**src/rtl/pm_keyed_writer.sv**
```systemverilog
module pm_keyed_writer #(
  parameter int          ADDR_W     = 32,
  parameter int          RAM_W      = 16,
  parameter logic [31:0] UNLOCK_KEY = 32'h1337F7D1,
  parameter logic [16:0] KEY_OFS    = 17'h1FC80,
  parameter logic [16:0] ADR_OFS    = 17'h1FC84,
  parameter logic [16:0] DAT_OFS    = 17'h1FC88
) (
  input  logic              clk,
  input  logic              rst_n,
  input  logic              bus_we,
  input  logic [ADDR_W-1:0] bus_addr,
  input  logic [1:0]        bus_size,
  input  logic [31:0]       bus_wdata,
  output logic              ram_we,
  output logic [RAM_W-1:0]  ram_addr,
  output logic [1:0]        ram_size,
  output logic [31:0]       ram_wdata,
  output logic              pm_we,
  output logic [31:0]       pm_addr,
  output logic [1:0]        pm_size,
  output logic [3:0]        pm_be,
  output logic [31:0]       pm_wdata
);

  logic [16:0] ofs;
  logic        is_io, hit_key, hit_adr, hit_dat, fire;
  logic        unlock_q;
  logic [31:0] adr_q, al_addr, lane_data;
  logic [3:0]  lane_be;

  assign ofs     = bus_addr[16:0];
  assign is_io   = ofs[16];
  assign hit_key = bus_we && (ofs == KEY_OFS);
  assign hit_adr = bus_we && (ofs == ADR_OFS);
  assign hit_dat = bus_we && (ofs == DAT_OFS);
  assign fire    = hit_dat && unlock_q && (bus_size != 2'd3);

  always_comb begin
    al_addr   = adr_q;
    lane_be   = 4'b1111;
    lane_data = bus_wdata;
    case (bus_size)
      2'd0: begin
        lane_be   = 4'b0001 << adr_q[1:0];
        lane_data = {4{bus_wdata[7:0]}};
      end
      2'd1: begin
        al_addr   = {adr_q[31:1], 1'b0};
        lane_be   = adr_q[1] ? 4'b1100 : 4'b0011;
        lane_data = {2{bus_wdata[15:0]}};
      end
      default: al_addr = {adr_q[31:2], 2'b00};
    endcase
  end

  always_ff @(posedge clk) begin
    if (!rst_n) begin
      unlock_q  <= 1'b0;
      adr_q     <= '0;
      pm_we     <= 1'b0;
      pm_addr   <= '0;
      pm_size   <= '0;
      pm_be     <= '0;
      pm_wdata  <= '0;
      ram_we    <= 1'b0;
      ram_addr  <= '0;
      ram_size  <= '0;
      ram_wdata <= '0;
    end else begin
      if (hit_key) unlock_q <= (bus_wdata == UNLOCK_KEY);
      if (hit_adr) adr_q <= bus_wdata;
      pm_we <= fire;
      if (fire) begin
        pm_addr  <= al_addr;
        pm_size  <= bus_size;
        pm_be    <= lane_be;
        pm_wdata <= lane_data;
      end
      ram_we <= bus_we && !is_io;
      if (bus_we && !is_io) begin
        ram_addr  <= ofs[RAM_W-1:0];
        ram_size  <= bus_size;
        ram_wdata <= bus_wdata;
      end
    end
  end


  pm_we_cause_chk: assert property (@(posedge clk) disable iff (!rst_n)
    pm_we |-> $past(bus_we && bus_addr[16:0] == DAT_OFS));


  pm_we_locked_chk: assert property (@(posedge clk) disable iff (!rst_n)
    $past(hit_dat && !unlock_q) |-> !pm_we && !ram_we);


  strobe_excl_chk: assert property (@(posedge clk) disable iff (!rst_n)
    !(pm_we && ram_we));


  pm_align_chk: assert property (@(posedge clk) disable iff (!rst_n)
    pm_we |-> (pm_size == 2'd0) || (pm_size == 2'd1 && !pm_addr[0]) ||
              (pm_size == 2'd2 && pm_addr[1:0] == 2'b00));


  pm_be_count_chk: assert property (@(posedge clk) disable iff (!rst_n)
    pm_we |-> $countones(pm_be) == (32'd1 << pm_size));


  pm_size3_chk: assert property (@(posedge clk) disable iff (!rst_n)
    $past(bus_we && bus_size == 2'd3) |-> !pm_we);


  unlock_key_chk: assert property (@(posedge clk) disable iff (!rst_n)
    $past(hit_key) |-> unlock_q == ($past(bus_wdata) == UNLOCK_KEY));

endmodule

```
**config.mk**
```make
export PLATFORM = sky130hd
export DESIGN_NAME = pm_keyed_writer
export DESIGN_NICKNAME = d
export VERILOG_FILES = /design/src/rtl/pm_keyed_writer.sv
export SDC_FILE = /design/constraint.sdc
export NUM_CORES = 1
export LEC_CHECK = 0
export ABC_AREA = 1
export BUFFER_PORTS_ARGS = -buffer_cell sky130_fd_sc_hd__buf_2
export CORE_ASPECT_RATIO = 1.75
export CORE_MARGIN = 1
export CORE_UTILIZATION = 47
export CTS_BUF_LIST = sky130_fd_sc_hd__clkbuf_16
export CTS_CLUSTER_DIAMETER = 120
export DETAILED_ROUTE_END_ITERATION = 8
export PLACE_DENSITY = 0.78
export SLEW_MARGIN = 40
export SYNTH_ARGS = -nofsm -noshare
export SYNTH_HDL_FRONTEND = slang
export SYNTH_SLANG_ARGS = --single-unit
```
**constraint.sdc**
```tcl
create_clock -name clk -period 1.5 [get_ports clk]
set_clock_uncertainty 0.1 [all_clocks]
set_input_delay 0.3 -clock clk [delete_from_list [all_inputs] [get_ports clk]]
set_output_delay 0.3 -clock clk [all_outputs]
set_load 0.1 [all_outputs]
```
# Word level (Yosys, flattened, before mapping)
# Index checks and enable logic that the tools add are counted.
# Widths: inputs -> output; s select.
[word_totals] word_cells=30 regBits=155
[op_classes] mux=4 n_eq_ne=6 reduce_logical=8 shifts=1
[op_table] cell="$pmux 32 s2" n=1
[op_table] cell="$eq 17x17->1 const B" n=3
[op_table] cell="$eq 32x29->1 const B" n=1
[op_table] cell="$pmux 4 s2" n=1
[op_table] cell="$logic_and 1x1->1" n=6
[op_table] cell="$mux 4" n=1
[op_table] cell="$pmux 2 s2" n=1
[op_table] cell="$shl 1x2->4 const A" n=1
[op_table] cell="$eq 2x1->1 const B" n=1
[op_table] cell="$logic_not 2->1" n=1
[op_table] cell="$ne 2x2->1 const B" n=1
[op_table] cell="$logic_not 1->1" n=1

# Logic depth before layout (Yosys ltp)
[depth] depth_word=4 depth_mapped=10

# Worst setup path after synthesis
# Ideal clock, no wire load.
[synth_path] path_type="input port to flip-flop" start="input port bus_addr[5]" end="register adr_q[3]" t_required_ns=1.285 setup_slack_ns=0.070 cell_stages=7 setup_time_ns=0.115 arrival_time_ns=1.215 n_path_buf=1 cell_sequence="nor2_2 nand3_1 nor3_4 buf_6 nand3_1 nand2_1 nor2_1"
[synth_via] elab_chain_cells=2
[synth_rtl] element="start, declared" line="12" text="input logic [ADDR_W-1:0] bus_addr,"
[synth_rtl] element="$eq 17x17->1" line="35" text="assign hit_adr = bus_we && (ofs == ADR_OFS);"
[synth_rtl] element="$logic_and 1x1->1" line="35"
[synth_rtl] element="end signal, assigned" line="72" text="if (hit_adr) adr_q <= bus_wdata;"
[synth_rtl] element="end, declared" line="29" text="logic [31:0] adr_q, al_addr, lane_data;"
# No other way between the ends.
# A chain may end at the register's enable or synchronous reset.

# Final worst setup path
[layout_path] start="register unlock_q" end="register pm_wdata[30]"
[layout_via] elab_chain_cells=2
[layout_rtl] element="start, declared" line="28" text="logic unlock_q;"
[layout_rtl] element="start signal, assigned" line="71" text="if (hit_key) unlock_q <= (bus_wdata == UNLOCK_KEY);"
[layout_rtl] element="$logic_and 1x1->1 (2 in series)" line="37" text="assign fire = hit_dat && unlock_q && (bus_size != 2'd3);"
[layout_rtl] element="end signal, assigned" line="78" text="pm_wdata <= lane_data;"
[layout_rtl] element="end, declared" line="23" text="output logic [31:0] pm_wdata"
# No other way between the ends.

==> flow_summary.html <==
<table>
<tr><th>Metric</th><th>Value</th></tr>
<tr><th colspan="2">Route</th></tr>
<tr><td>Total via count after detailed routing</td><td>around 7400</td></tr>
<tr><td>1st-iter DRT viols</td><td>890</td></tr>
<tr><td>Vias/cell</td><td>5.383</td></tr>
<tr><td>Number of detailed-route iterations in the first pass</td><td>7</td></tr>
<tr><td>Final WL</td><td>24.99 mm</td></tr>
<tr><td>DRC violation count after routing</td><td>0</td></tr>
<tr><td>Remaining antenna violation count</td><td>0</td></tr>
<tr><td>Routed len/inst</td><td>18.28 um</td></tr>
<tr><th colspan="2">Setup path</th></tr>
<tr><td>Worst EP arrival</td><td>1800 ps</td></tr>
<tr><td>Critical path class</td><td>flop to flop</td></tr>
<tr><td>Largest fanout of any net on the critical path</td><td>8</td></tr>
<tr><td>Crit path capture type</td><td>flop</td></tr>
<tr><td>Register-to-Register Path Depth</td><td>9</td></tr>
<tr><td>Required time worst endpoint</td><td>1710 ps</td></tr>
<tr><td>CP Launch Type</td><td>flop</td></tr>
<tr><th colspan="2">Synth</th></tr>
<tr><td>Count of cell types in the netlist</td><td>25</td></tr>
<tr><td>YS warnings</td><td>0</td></tr>
<tr><td>Part of the Yosys area used for sequential elements</td><td>46.28%</td></tr>
<tr><td>Total of flip-flops plus latches after synthesis</td><td>155</td></tr>
<tr><td>Gate Count Post-Synth</td><td>975</td></tr>
<tr><td>Post-Synthesis Mean Instance Area</td><td>6.877 um2</td></tr>
<tr><td>Cell area after technology mapping</td><td>0.006705 mm2</td></tr>
<tr><td>Total nets after synthesis</td><td>approximately 1000</td></tr>
<tr><th colspan="2">STA</th></tr>
<tr><td>Minimum period implied by the final worst setup slack</td><td>1592 ps</td></tr>
<tr><td>Remaining max-slew budget at the tightest pin</td><td>65.91%</td></tr>
<tr><td>Share of the clock period used by the worst path</td><td>106.1%</td></tr>
<tr><td>Worst-Margin Slew</td><td>511.3 ps</td></tr>
<tr><td>Max-slew violation count</td><td>0</td></tr>
<tr><td>Peak clock frequency supported by timing</td><td>628.2 MHz</td></tr>
<tr><td>Setup-failing EPs final</td><td>25</td></tr>
<tr><td>Final setup margin</td><td>-91.76 ps</td></tr>
<tr><td>RSZ-0062 raised after global routing</td><td>yes</td></tr>
<tr><td>Final worst hold slack</td><td>39.81 ps</td></tr>
<tr><td>Number of endpoints with negative hold slack in the final report</td><td>0</td></tr>
<tr><th colspan="2">Global routing</th></tr>
<tr><td>Global routing usage summed across all routing layers</td><td>a little under a third</td></tr>
<tr><td>Grt total ovfl</td><td>0</td></tr>
<tr><td>GR Layer Usage met2</td><td>55.26%</td></tr>
<tr><td>Global-route wire length before repair</td><td>35.07 mm</td></tr>
<tr><td>Pin count of the biggest net entering global routing</td><td>65</td></tr>
<tr><td>Via count of the first global-routing pass</td><td>roughly 6800</td></tr>
<tr><td>Met3 demand-to-capacity share in global routing</td><td>7.667%</td></tr>
<tr><td>Grt peak-use layer</td><td>met2</td></tr>
<tr><td>Initial antenna violation count</td><td>1</td></tr>
<tr><td>Met1 track demand over resource</td><td>30.58%</td></tr>
<tr><th colspan="2">Place</th></tr>
<tr><td>Cell total after placement</td><td>1321</td></tr>
<tr><td>Dpl hpwl</td><td>15.02 mm</td></tr>
<tr><td>Routability Congestion</td><td>0.9362</td></tr>
<tr><td>Place WS</td><td>-227.1 ps</td></tr>
<tr><td>PortBufs</td><td>175</td></tr>
<tr><th colspan="2">Finish</th></tr>
<tr><td>Fraction of layout cells with a size suffix above 1</td><td>30.61%</td></tr>
<tr><td>Layout-stage area growth over the synthesis result</td><td>55.38%</td></tr>
<tr><td>Number of nets at the end of the flow</td><td>1245</td></tr>
<tr><td>Layout Cells excl Fill</td><td>1367</td></tr>
<tr><th colspan="2">Die</th></tr>
<tr><td>Initial cell density of the core</td><td>48.21%</td></tr>
<tr><td>Width of the die</td><td>92.29 um</td></tr>
<tr><td>Floorplan Core Area</td><td>0.01391 mm2</td></tr>
<tr><td>Area enclosed by the die boundary</td><td>0.01477 mm2</td></tr>
<tr><td>Std-Cell Rows</td><td>57</td></tr>
<tr><td>Number of top-level pins</td><td>191</td></tr>
<tr><td>Die height</td><td>160.0 um</td></tr>
<tr><th colspan="2">Job</th></tr>
<tr><td>Max Cap Viol</td><td>0</td></tr>
<tr><th colspan="2">Clock network</th></tr>
<tr><td>Clock tree from TritonCTS</td><td>built</td></tr>
<tr><td>H-tree depth</td><td>4</td></tr>
<tr><td>Cell chosen for the clock root</td><td>sky130_fd_sc_hd__clkbuf_16</td></tr>
<tr><td>CTS clock-pin slew for the worst setup and hold paths</td><td>80 ps</td></tr>
<tr><td>Clock Path Buffers</td><td>2</td></tr>
<tr><td>CTS buffer count</td><td>17</td></tr>
<tr><td>Num Clock Sinks</td><td>155</td></tr>
<tr><td>Hold-fix buffers, CTS</td><td>0</td></tr>
<tr><td>Worst-skew pair later-pin latency</td><td>420 ps</td></tr>
<tr><th colspan="2">Pwr</th></tr>
<tr><td>Net switching power</td><td>0.003087 W</td></tr>
<tr><td>Clock Power Share</td><td>41.4%</td></tr>
<tr><td>Internal</td><td>0.006980 W</td></tr>
<tr><td>Peak supply drop</td><td>between 0.8 and 0.9 mV</td></tr>
<tr><td>Total leakage power</td><td>4.825 nW</td></tr>
<tr><td>Logic gate share of total power</td><td>between 10% and 20%</td></tr>
<tr><td>Sequential share of power</td><td>42.5%</td></tr>
<tr><td>Proportion of total power due to net switching</td><td>30.66%</td></tr>
<tr><td>Areal power density over the cells</td><td>966.3 mW/mm2</td></tr>
<tr><th colspan="2">Min path</th></tr>
<tr><td>Hold Path Class</td><td>primary input to flop</td></tr>
<tr><td>Number of instances on the worst hold path</td><td>3</td></tr>
<tr><th colspan="2">Run status</th></tr>
<tr><td>Violated checks</td><td>negative setup slack</td></tr>
<tr><td>Result of the run</td><td>finished with violations</td></tr>
</table>
[synth_stat cells]
library cell	count	area, um2
sky130_fd_sc_hd__clkinv_2	1	5.000
sky130_fd_sc_hd__buf_2	7	35.03
sky130_fd_sc_hd__dfxtp_1	155	3103
sky130_fd_sc_hd__nor2_2	3	18.77
sky130_fd_sc_hd__buf_6	15	168.9
sky130_fd_sc_hd__a22oi_1	1	7.510
sky130_fd_sc_hd__inv_1	160	600.6
sky130_fd_sc_hd__o221ai_1	8	70.07
sky130_fd_sc_hd__nand2_1	188	705.7
sky130_fd_sc_hd__nor3_4	1	16.27
sky130_fd_sc_hd__nand4_1	2	12.51
sky130_fd_sc_hd__buf_4	8	60.06
sky130_fd_sc_hd__nor2_4	1	11.26
sky130_fd_sc_hd__o21ai_0	85	425.4
sky130_fd_sc_hd__buf_1	3	11.26
sky130_fd_sc_hd__clkbuf_1	25	93.84
sky130_fd_sc_hd__nor2_1	168	630.6
sky130_fd_sc_hd__inv_2	1	3.750
sky130_fd_sc_hd__a21boi_0	1	7.510
sky130_fd_sc_hd__o21ai_1	20	100.1
sky130_fd_sc_hd__nor3_1	5	25.02
sky130_fd_sc_hd__nand2_4	1	11.26
sky130_fd_sc_hd__nand3_1	39	195.2
sky130_fd_sc_hd__a21oi_1	76	380.4
sky130_fd_sc_hd__nand2_2	1	6.260
[cells in the final DEF, fill, tap and decap left out, types with 21 or more instances in the layout]
master / instances
sky130_fd_sc_hd__nand2_2: 22
sky130_fd_sc_hd__inv_1: 156
sky130_fd_sc_hd__o21ai_2: 26
sky130_fd_sc_hd__a21oi_1: 75
sky130_fd_sc_hd__nor2_1: 149
sky130_fd_sc_hd__nand3_1: 38
sky130_fd_sc_hd__o21ai_0: 65
sky130_fd_sc_hd__buf_2: 52
sky130_fd_sc_hd__nand2_1: 159
sky130_fd_sc_hd__buf_4: 84
sky130_fd_sc_hd__clkbuf_16: 21
sky130_fd_sc_hd__buf_12: 88
sky130_fd_sc_hd__dfxtp_1: 154
[logic make-up after synthesis]
| logic type | count (synthesis) | synth area share (%) |
|---|---|---|
| flops | 155 | 46.28 |
| buf+inv | 220 | 14.59 |
| compound gates | 191 | 14.78 |
| simple gates | 409 | 24.35 |
[timing repair]
action	4_1_cts	5_1_grt
pin swaps	7	21
cloned	4	5
gates resized for setup	92	87
endpoints found under the setup margin	109	74
setup buffers	5	0
[flip-flops by register name (all words and copies together) (netlist names)]
name / count
adr_q: 32
pm_addr: 32
pm_wdata: 32
ram_wdata: 32
ram_addr: 16
pm_be: 4
pm_size: 2
ram_size: 2
pm_we: 1
ram_we: 1
unlock_q: 1
[stage by stage]
step	instance area (um2)	power (W)	TNS [ps]	util, %
floorplan	6705	0.005303	0	-
global placement	9110	0.005857	-10390	65.51
detailed placement	9110	0.005876	-14320	65.51
CTS	10040	0.009970	-8.829	72.22
global route	10420	0.01030	-3795	74.92
finish	10420	0.01007	-572.8	74.92
[path summary, 6_finish.rpt]
kind | slack (ps) | from | endpoint
max | -90 | unlock_q$_SDFFE_PN0P_ | pm_wdata[30]$_SDFFE_PN0P_
min | 40 | bus_addr[6] | ram_addr[6]$_SDFFE_PN0P_
max reg2reg | -90 | unlock_q$_SDFFE_PN0P_ | pm_wdata[30]$_SDFFE_PN0P_
min reg2reg | 380 | ram_addr[7]$_SDFFE_PN0P_ | ram_addr[7]$_SDFFE_PN0P_
[worst max-delay path, stage by stage, from the launching register on]
cell	delay, ps
sky130_fd_sc_hd__dfxtp_2	340
sky130_fd_sc_hd__inv_2	50
sky130_fd_sc_hd__nor2_4	90
sky130_fd_sc_hd__inv_2	60
sky130_fd_sc_hd__nor2_4	130
sky130_fd_sc_hd__nand3_4	120
sky130_fd_sc_hd__buf_12	180
sky130_fd_sc_hd__clkbuf_16	180
sky130_fd_sc_hd__nor2_1	140
sky130_fd_sc_hd__nor2_1	80
[metal layers]
layer / wire length [um] / up-vias
met2: 12750 / 467
met1: 7999 / 3324
li1: - / 3410
met5: 0 / -
met4: 2177 / 0
met3: 2057 / 158
[area by class of cell]
type | instances | area (um2)
Tap cell | 177 | 221.5
Fill cell | 862 | 3488
Sequential cell | 155 | 3104
Timing Repair Buffer | 240 | 2973
Clock buffer | 17 | 425.4
Clock inverter | 15 | 137.6
Inverter | 162 | 609.3
Antenna cell | 1 | 2.502
Multi-Input combinational cell | 600 | 2945
[power by group through the flow]
stage | registers, W | logic, W | clock network, W
after CTS | 0.00427 | 0.00156 | 0.00414
after global routing | 0.00428 | 0.00168 | 0.00434
after detailed placement | 0.00436 | 0.00152 | 0
after global placement | 0.00436 | 0.00150 | 0
final | 0.00428 | 0.00162 | 0.00417
after floorplan | 0.00498 | 0.000328 | 0
(Power assumes the default switching activity.)
